`src/rtl/usb_boot_rst_pkg.sv`:
```
package usb_boot_rst_pkg;

  localparam int unsigned NUM_DEV = 10;

  typedef enum logic [2:0] {
    ST_IDLE, ST_ASSERT, ST_RSCLR, ST_PHYREL, ST_WAIT, ST_RSSET, ST_RELEASE, ST_DONE
  } seqState_t;

  // Strobes from control to datapath, one per sequence step
  typedef struct packed {
    logic latchSel;
    logic assertAll;
    logic clrRs;
    logic relPhy;
    logic setRs;
    logic relDev;
  } seqStrobe_t;

  // Module-disable bit that gates device 'dev' for the chosen variant
  function automatic int unsigned gateBit(input int unsigned dev, input bit threePhy);
    if (threePhy) begin
      if (dev < 4)       return 9;
      else if (dev < 8)  return 22;
      else if (dev == 8) return 24;
      else               return 21;
    end else begin
      if (dev == 0)      return 9;
      else if (dev == 1) return 8;
      else if (dev < 5)  return 21;
      else               return 22;
    end
  endfunction

endpackage

```
`src/rtl/usb_boot_rst_ctrl.sv`:
```
module usb_boot_rst_ctrl
  import usb_boot_rst_pkg::*;
#(
  parameter int unsigned WAIT_CYCLES = 6250
) (
  input  logic       clk,
  input  logic       rstN,
  input  logic       start,
  output seqStrobe_t strb,
  output logic       done
);
  localparam int unsigned CW = (WAIT_CYCLES > 1) ? $clog2(WAIT_CYCLES) : 1;
  localparam logic [CW-1:0] CNT_LOAD = CW'(WAIT_CYCLES - 1);

  seqState_t state, stateNext;
  logic [CW-1:0] waitCnt;
  logic loadCnt;

  always_comb begin
    stateNext = state;
    strb      = '0;
    loadCnt   = 1'b0;
    unique case (state)
      ST_IDLE, ST_DONE: if (start) begin
        stateNext     = ST_ASSERT;
        strb.latchSel = 1'b1;
      end
      ST_ASSERT: begin
        strb.assertAll = 1'b1;
        stateNext      = ST_RSCLR;
      end
      ST_RSCLR: begin
        strb.clrRs = 1'b1;
        stateNext  = ST_PHYREL;
      end
      ST_PHYREL: begin
        strb.relPhy = 1'b1;
        loadCnt     = 1'b1;
        stateNext   = ST_WAIT;
      end
      ST_WAIT: if (waitCnt == '0) stateNext = ST_RSSET;
      ST_RSSET: begin
        strb.setRs = 1'b1;
        stateNext  = ST_RELEASE;
      end
      ST_RELEASE: begin
        strb.relDev = 1'b1;
        stateNext   = ST_DONE;
      end
      default: stateNext = ST_IDLE;
    endcase
  end

  always_ff @(posedge clk or negedge rstN) begin
    if (!rstN) begin
      state   <= ST_IDLE;
      waitCnt <= '0;
    end else begin
      state <= stateNext;
      if (loadCnt)
        waitCnt <= CNT_LOAD;
      else if (state == ST_WAIT && waitCnt != '0)
        waitCnt <= waitCnt - 1'b1;
    end
  end

  assign done = (state == ST_DONE);

endmodule

```
`src/rtl/usb_boot_rst_dp.sv`:
```
module usb_boot_rst_dp
  import usb_boot_rst_pkg::*;
#(
  parameter bit          THREE_PHY = 1'b1,
  parameter int unsigned NHOST     = 2,
  parameter int unsigned NPHY      = 3
) (
  input  logic               clk,
  input  logic               rstN,
  input  seqStrobe_t         strb,
  input  logic [31:0]        modDisable,
  input  logic [NUM_DEV-1:0] devHeld,
  output logic [NUM_DEV-1:0] devRst,
  output logic [NHOST-1:0]   hostRst,
  output logic [NPHY-1:0]    phyRst,
  output logic [NPHY-1:0]    phyRs
);
  logic [NUM_DEV-1:0] selNow, selQ, devSeq;
  logic [NHOST-1:0]   hostSeq;
  logic [NPHY-1:0]    phyRstQ, phyRsQ;

  for (genvar i = 0; i < NUM_DEV; i++) begin : g_sel
    localparam int unsigned GBIT = gateBit(i, THREE_PHY);
    assign selNow[i] = ~modDisable[GBIT];
  end

  always_ff @(posedge clk or negedge rstN) begin
    if (!rstN) begin
      selQ    <= '0;
      devSeq  <= '0;
      hostSeq <= '0;
      phyRstQ <= '0;
      phyRsQ  <= '1;
    end else begin
      if (strb.latchSel) selQ <= selNow;
      if (strb.assertAll) begin
        devSeq  <= selQ;
        hostSeq <= '1;
        phyRstQ <= '1;
      end
      if (strb.clrRs)  phyRsQ  <= '0;
      if (strb.relPhy) phyRstQ <= '0;
      if (strb.setRs)  phyRsQ  <= '1;
      if (strb.relDev) begin
        devSeq  <= '0;
        hostSeq <= '0;
      end
    end
  end

  assign devRst  = devSeq | devHeld;
  assign hostRst = hostSeq;
  assign phyRst  = phyRstQ;
  assign phyRs   = phyRsQ;

endmodule

```
`src/rtl/usb_boot_rst_seq.sv`:
```
module usb_boot_rst_seq
  import usb_boot_rst_pkg::*;
#(
  parameter bit          THREE_PHY   = 1'b1,
  parameter int unsigned WAIT_CYCLES = 6250,
  localparam int unsigned NHOST = THREE_PHY ? 2 : 1,
  localparam int unsigned NPHY  = THREE_PHY ? 3 : 2
) (
  input  logic               clk,
  input  logic               rstN,
  input  logic               start,
  input  logic [31:0]        modDisable,
  input  logic [NUM_DEV-1:0] devHeld,
  output logic [NUM_DEV-1:0] devRst,
  output logic [NHOST-1:0]   hostRst,
  output logic [NPHY-1:0]    phyRst,
  output logic [NPHY-1:0]    phyRs,
  output logic               done
);
  seqStrobe_t strb;

  usb_boot_rst_ctrl #(.WAIT_CYCLES(WAIT_CYCLES)) ctrl_i (
    .clk(clk), .rstN(rstN), .start(start), .strb(strb), .done(done)
  );

  usb_boot_rst_dp #(.THREE_PHY(THREE_PHY), .NHOST(NHOST), .NPHY(NPHY)) dp_i (
    .clk(clk), .rstN(rstN), .strb(strb), .modDisable(modDisable),
    .devHeld(devHeld), .devRst(devRst), .hostRst(hostRst),
    .phyRst(phyRst), .phyRs(phyRs)
  );

endmodule

```
`config.mk`:
```
export PLATFORM = sky130hd
export DESIGN_NAME = usb_boot_rst_seq
export DESIGN_NICKNAME = d
export VERILOG_FILES = /design/src/rtl/usb_boot_rst_pkg.sv /design/src/rtl/usb_boot_rst_ctrl.sv /design/src/rtl/usb_boot_rst_dp.sv /design/src/rtl/usb_boot_rst_seq.sv
export SDC_FILE = /design/constraint.sdc
export NUM_CORES = 1
export LEC_CHECK = 0
export BUFFER_PORTS_ARGS = -buffer_cell sky130_fd_sc_hd__buf_4
export CORE_MARGIN = 2
export CORE_UTILIZATION = 50
export CTS_CLUSTER_DIAMETER = 100
export CTS_CLUSTER_SIZE = 25
export DETAILED_ROUTE_END_ITERATION = 12
export PLACE_DENSITY = 0.83
export SKIP_LAST_GASP = 1
export SLEW_MARGIN = 20
export SYNTH_ARGS = -nofsm -noshare
export SYNTH_HDL_FRONTEND = slang
export SYNTH_HIERARCHICAL = 1
export SYNTH_SLANG_ARGS = --single-unit
```
`constraint.sdc`:
```
create_clock -name clk -period 6.3 [get_ports clk]
set_input_delay 1.26 -clock clk [delete_from_list [all_inputs] [get_ports clk]]
set_output_delay 1.26 -clock clk [all_outputs]
set_load 0.005 [all_outputs]
```
==> results by group <==
Power and ir drop
  – Peak VDD IR: 0.000144 V
  – Power Density: 156 mW/mm2
  – Leak: around 0.00086 uW
  – Total power: approximately 280 uW

Detailed routing
  – DR DRC count: 0
  – Vias: between 1000 and 1500
  – Routed WL: between 3 and 4 mm
  – WL/cell: approximately 15 um
  – Via-to-Cell Ratio: 5.67
  – Initial DRC count: 29
  – DR pass1 iterations: 4
  – Post-route ant nets: 0

CTS
  – CTS H-tree depth: 1
  – Post-CTS sizing: 0
  – Clock root buffer: clkbuf_4
  – Setup Fix Bufs, Post-CTS: 0
  – CTS tree: built
  – Worst-path clk slew: between 0.1 and 0.15 ns
  – CTS Sinks: 27
  – CTS Hold Bufs: 0
  – Clk buf depth: 2
  – Clock latency on the worst-skew pair: 0.32 ns
  – Num CTS Buffers: 3

Cells and area
  – Fillers: between 200 and 300
  – P&R area growth vs syn: 17.5%
  – Most common cell after layout, fill and taps aside: buf_4
  – Share of cells above drive strength 1: between 30% and 40%
  – Ant. Diodes: 0
  – Commonest non-fill, non-tap cells in the layout: buf_4, dfrtp_1, nor2_1
  – Non-filler cells, final: about 220
  – Layout Nets: 236

STA
  – Final Cycle Share: between 40% and 50%
  – Final hold vios: 0
  – Slew @ Worst Pin: ~0.99 ns
  – Final Slew Violations: 0
  – Final setup TNS: 0 ns
  – Slew Limit Headroom: ~33%
  – Layout Skew: 0.00598 ns
  – Unrepaired setup endpoints after global routing: false
  – Final Setup Violations: 0
  – Fin crit period: slightly above 3 ns
  – FMAX: 328 MHz

Logic synthesis
  – Ys flop type: dfrtp_1
  – Main combinational cell family by area after synthesis: simple AND/OR/NAND/NOR gates
  – Asr flop ratio synth: between 90% and 100%
  – XOR/XNOR share of the synthesized area: roughly 1.2%
  – Seq/Total Area, Yosys: about 45%
  – Mapped Nets: roughly 210
  – Post-synthesis mux area share: under 10%
  – Compound-Gate Fraction of Synth Area: 10.3%
  – Yosys reg bits: 27
  – Number of synthesis warnings: 6
  – Post-Synth Simple-Gate Area: 25.4%
  – Synth Instances: approximately 160
  – Unique masters post-synth: 41
  – Post-Synth Adder-Cell Area: between 4 and 5%
  – Mapped Area: between 0.0015 and 0.002 mm2
  – Post-synth EDFFs: 0
  – Syn avg cell area: around 9.8 um2

Critical path
  – Crit path kind: primary input to primary output
  – Reg2Reg Capture Point: ctrl_i/state[1]
  – CP startpoint kind: primary input
  – R2R setup slack: 3.62 ns
  – Critical Path Fanout Max: 1
  – Worst r2r src: ctrl_i/waitCnt[0]
  – Crit. End Element: primary output
  – Worst path arrival time: roughly 1.8 ns
  – Worst r2r path cells: 6
  – CP required: roughly 5.0 ns

Global route
  – GRT Overall Usage: 19.4%
  – First-pass GRT wire length: 5.12 mm
  – Initial antenna violation count: 0
  – Total grt overflow: 0
  – Vias in the first global route: about 1200
  – Largest net degree at the start of global routing: 28

Floorplanning
  – I/O Pins: 64
  – Starting Density: a little over half
  – FP Rows: 19
  – Die area: around 0.0035 mm2
  – Die Y-Extent: between 50 and 60 um
  – CORE AREA: about 0.0028 mm2
  – Die Width: 59.0 um

Placed design
  – I/O Buffers: 35
  – Placed cell count: ~210
  – Dpl hpwl: about 2.4 mm
  – Gpl congestion: 0.854

Worst hold path
  – WHS Path Cells: 2
  – Worst Hold Class: register to register
  – Min-Delay Endpoint: dp_i/devSeq[8]
  – Hold path start: dp_i/devSeq[8]

Run status
  – Status: completed

Run
  – Max-capacitance violation count: 0
layout make-up:
| type | instances | area (um2) | area share, % |
|---|---|---|---|
| inverter | 6 | 22.5 | 1.27 |
| sequential | 27 | 677 | 38.1 |
| tap | 31 | 38.8 | 2.18 |
| timing repair buffer | 35 | 263 | 14.8 |
| multi-input combinational | 112 | 749 | 42.2 |
| clock buffer | 4 | 26.3 | 1.48 |
registers in the layout, summed over array words and instances (netlist names):
| register | cells |
|---|---|
| dp_i/selQ | 4 |
| ctrl_i/waitCnt | 13 |
| dp_i/devSeq | 4 |
| dp_i/phyRst | 1 |
| ctrl_i/state | 3 |
| dp_i/hostRst | 1 |
| dp_i/phyRs | 1 |
critical path, stage by stage:
cell and delay (ns):
buf_4 0.10, or2_2 0.29, buf_4 0.14
kinds of logic (layout without fill, tap and decap cells):
family          count (synthesis)  count (layout)
simple gates                   71              71
flops                          27              27
compound gates                 22              22
buf+inv                        16              45
mux                            11              11
fa+ha+maj                       6               6
xor+xnor                        2               2
metal layers:
layer  vias to the layer above  routed length, um  GRT usage, %
met5                         -                  0             0
met4                         0                 16          6.82
met3                         2                160          3.49
met2                        38               1680          33.8
met1                       589               1280          24.2
li1                        590                  -             -
where the power goes:
group | leakage, uW | internal (uW) | switching [uW]
clock | 0.0000150 | 24.8 | 48.6
combinational | 0.000531 | 15.5 | 9.41
sequential | 0.000314 | 177 | 2.20
total | 0.000860 | 217 | 60.2
stage by stage:
| stage | hold slack (ns) | util (%) | setup slack (ns) | cell area [um2] |
|---|---|---|---|---|
| floorplan | 0.478 | - | 3.50 | 1510 |
| global placement | 0.497 | 62.2 | 3.26 | 1740 |
| detailed placement | 0.511 | 62.2 | 3.25 | 1740 |
| CTS | 0.539 | 63.1 | 3.25 | 1770 |
| global route | 0.561 | 63.3 | 3.24 | 1780 |
| finish | 0.541 | 63.3 | 3.25 | 1780 |
cells in the mapped netlist, drive strengths merged, types with 4 or more instances:
library cell | n | area [um2]
or2 | 11 | 68.8
inv | 6 | 22.5
nand2 | 10 | 37.5
dfrtp | 26 | 651
a21oi | 9 | 45.0
mux2i | 10 | 100
and2 | 4 | 25.0
buf | 9 | 66.3
nor2 | 21 | 78.8
ha | 6 | 75.1
worst max-delay path by stage:
stage | slack [ns] | depth (start not counted) | end | startpoint
2_1_floorplan | 3.50 | 1 | devRst[0] | devHeld[0]
3_3_place_gp | 3.26 | 3 | devRst[0] | devHeld[0]
3_5_place_dp | 3.25 | 3 | devRst[0] | devHeld[0]
4_1_cts | 3.25 | 3 | devRst[0] | devHeld[0]
5_1_grt | 3.24 | 3 | devRst[0] | devHeld[0]
6_report | 3.25 | 3 | devRst[0] | devHeld[0]
Power figures use the tool's default switching activity.
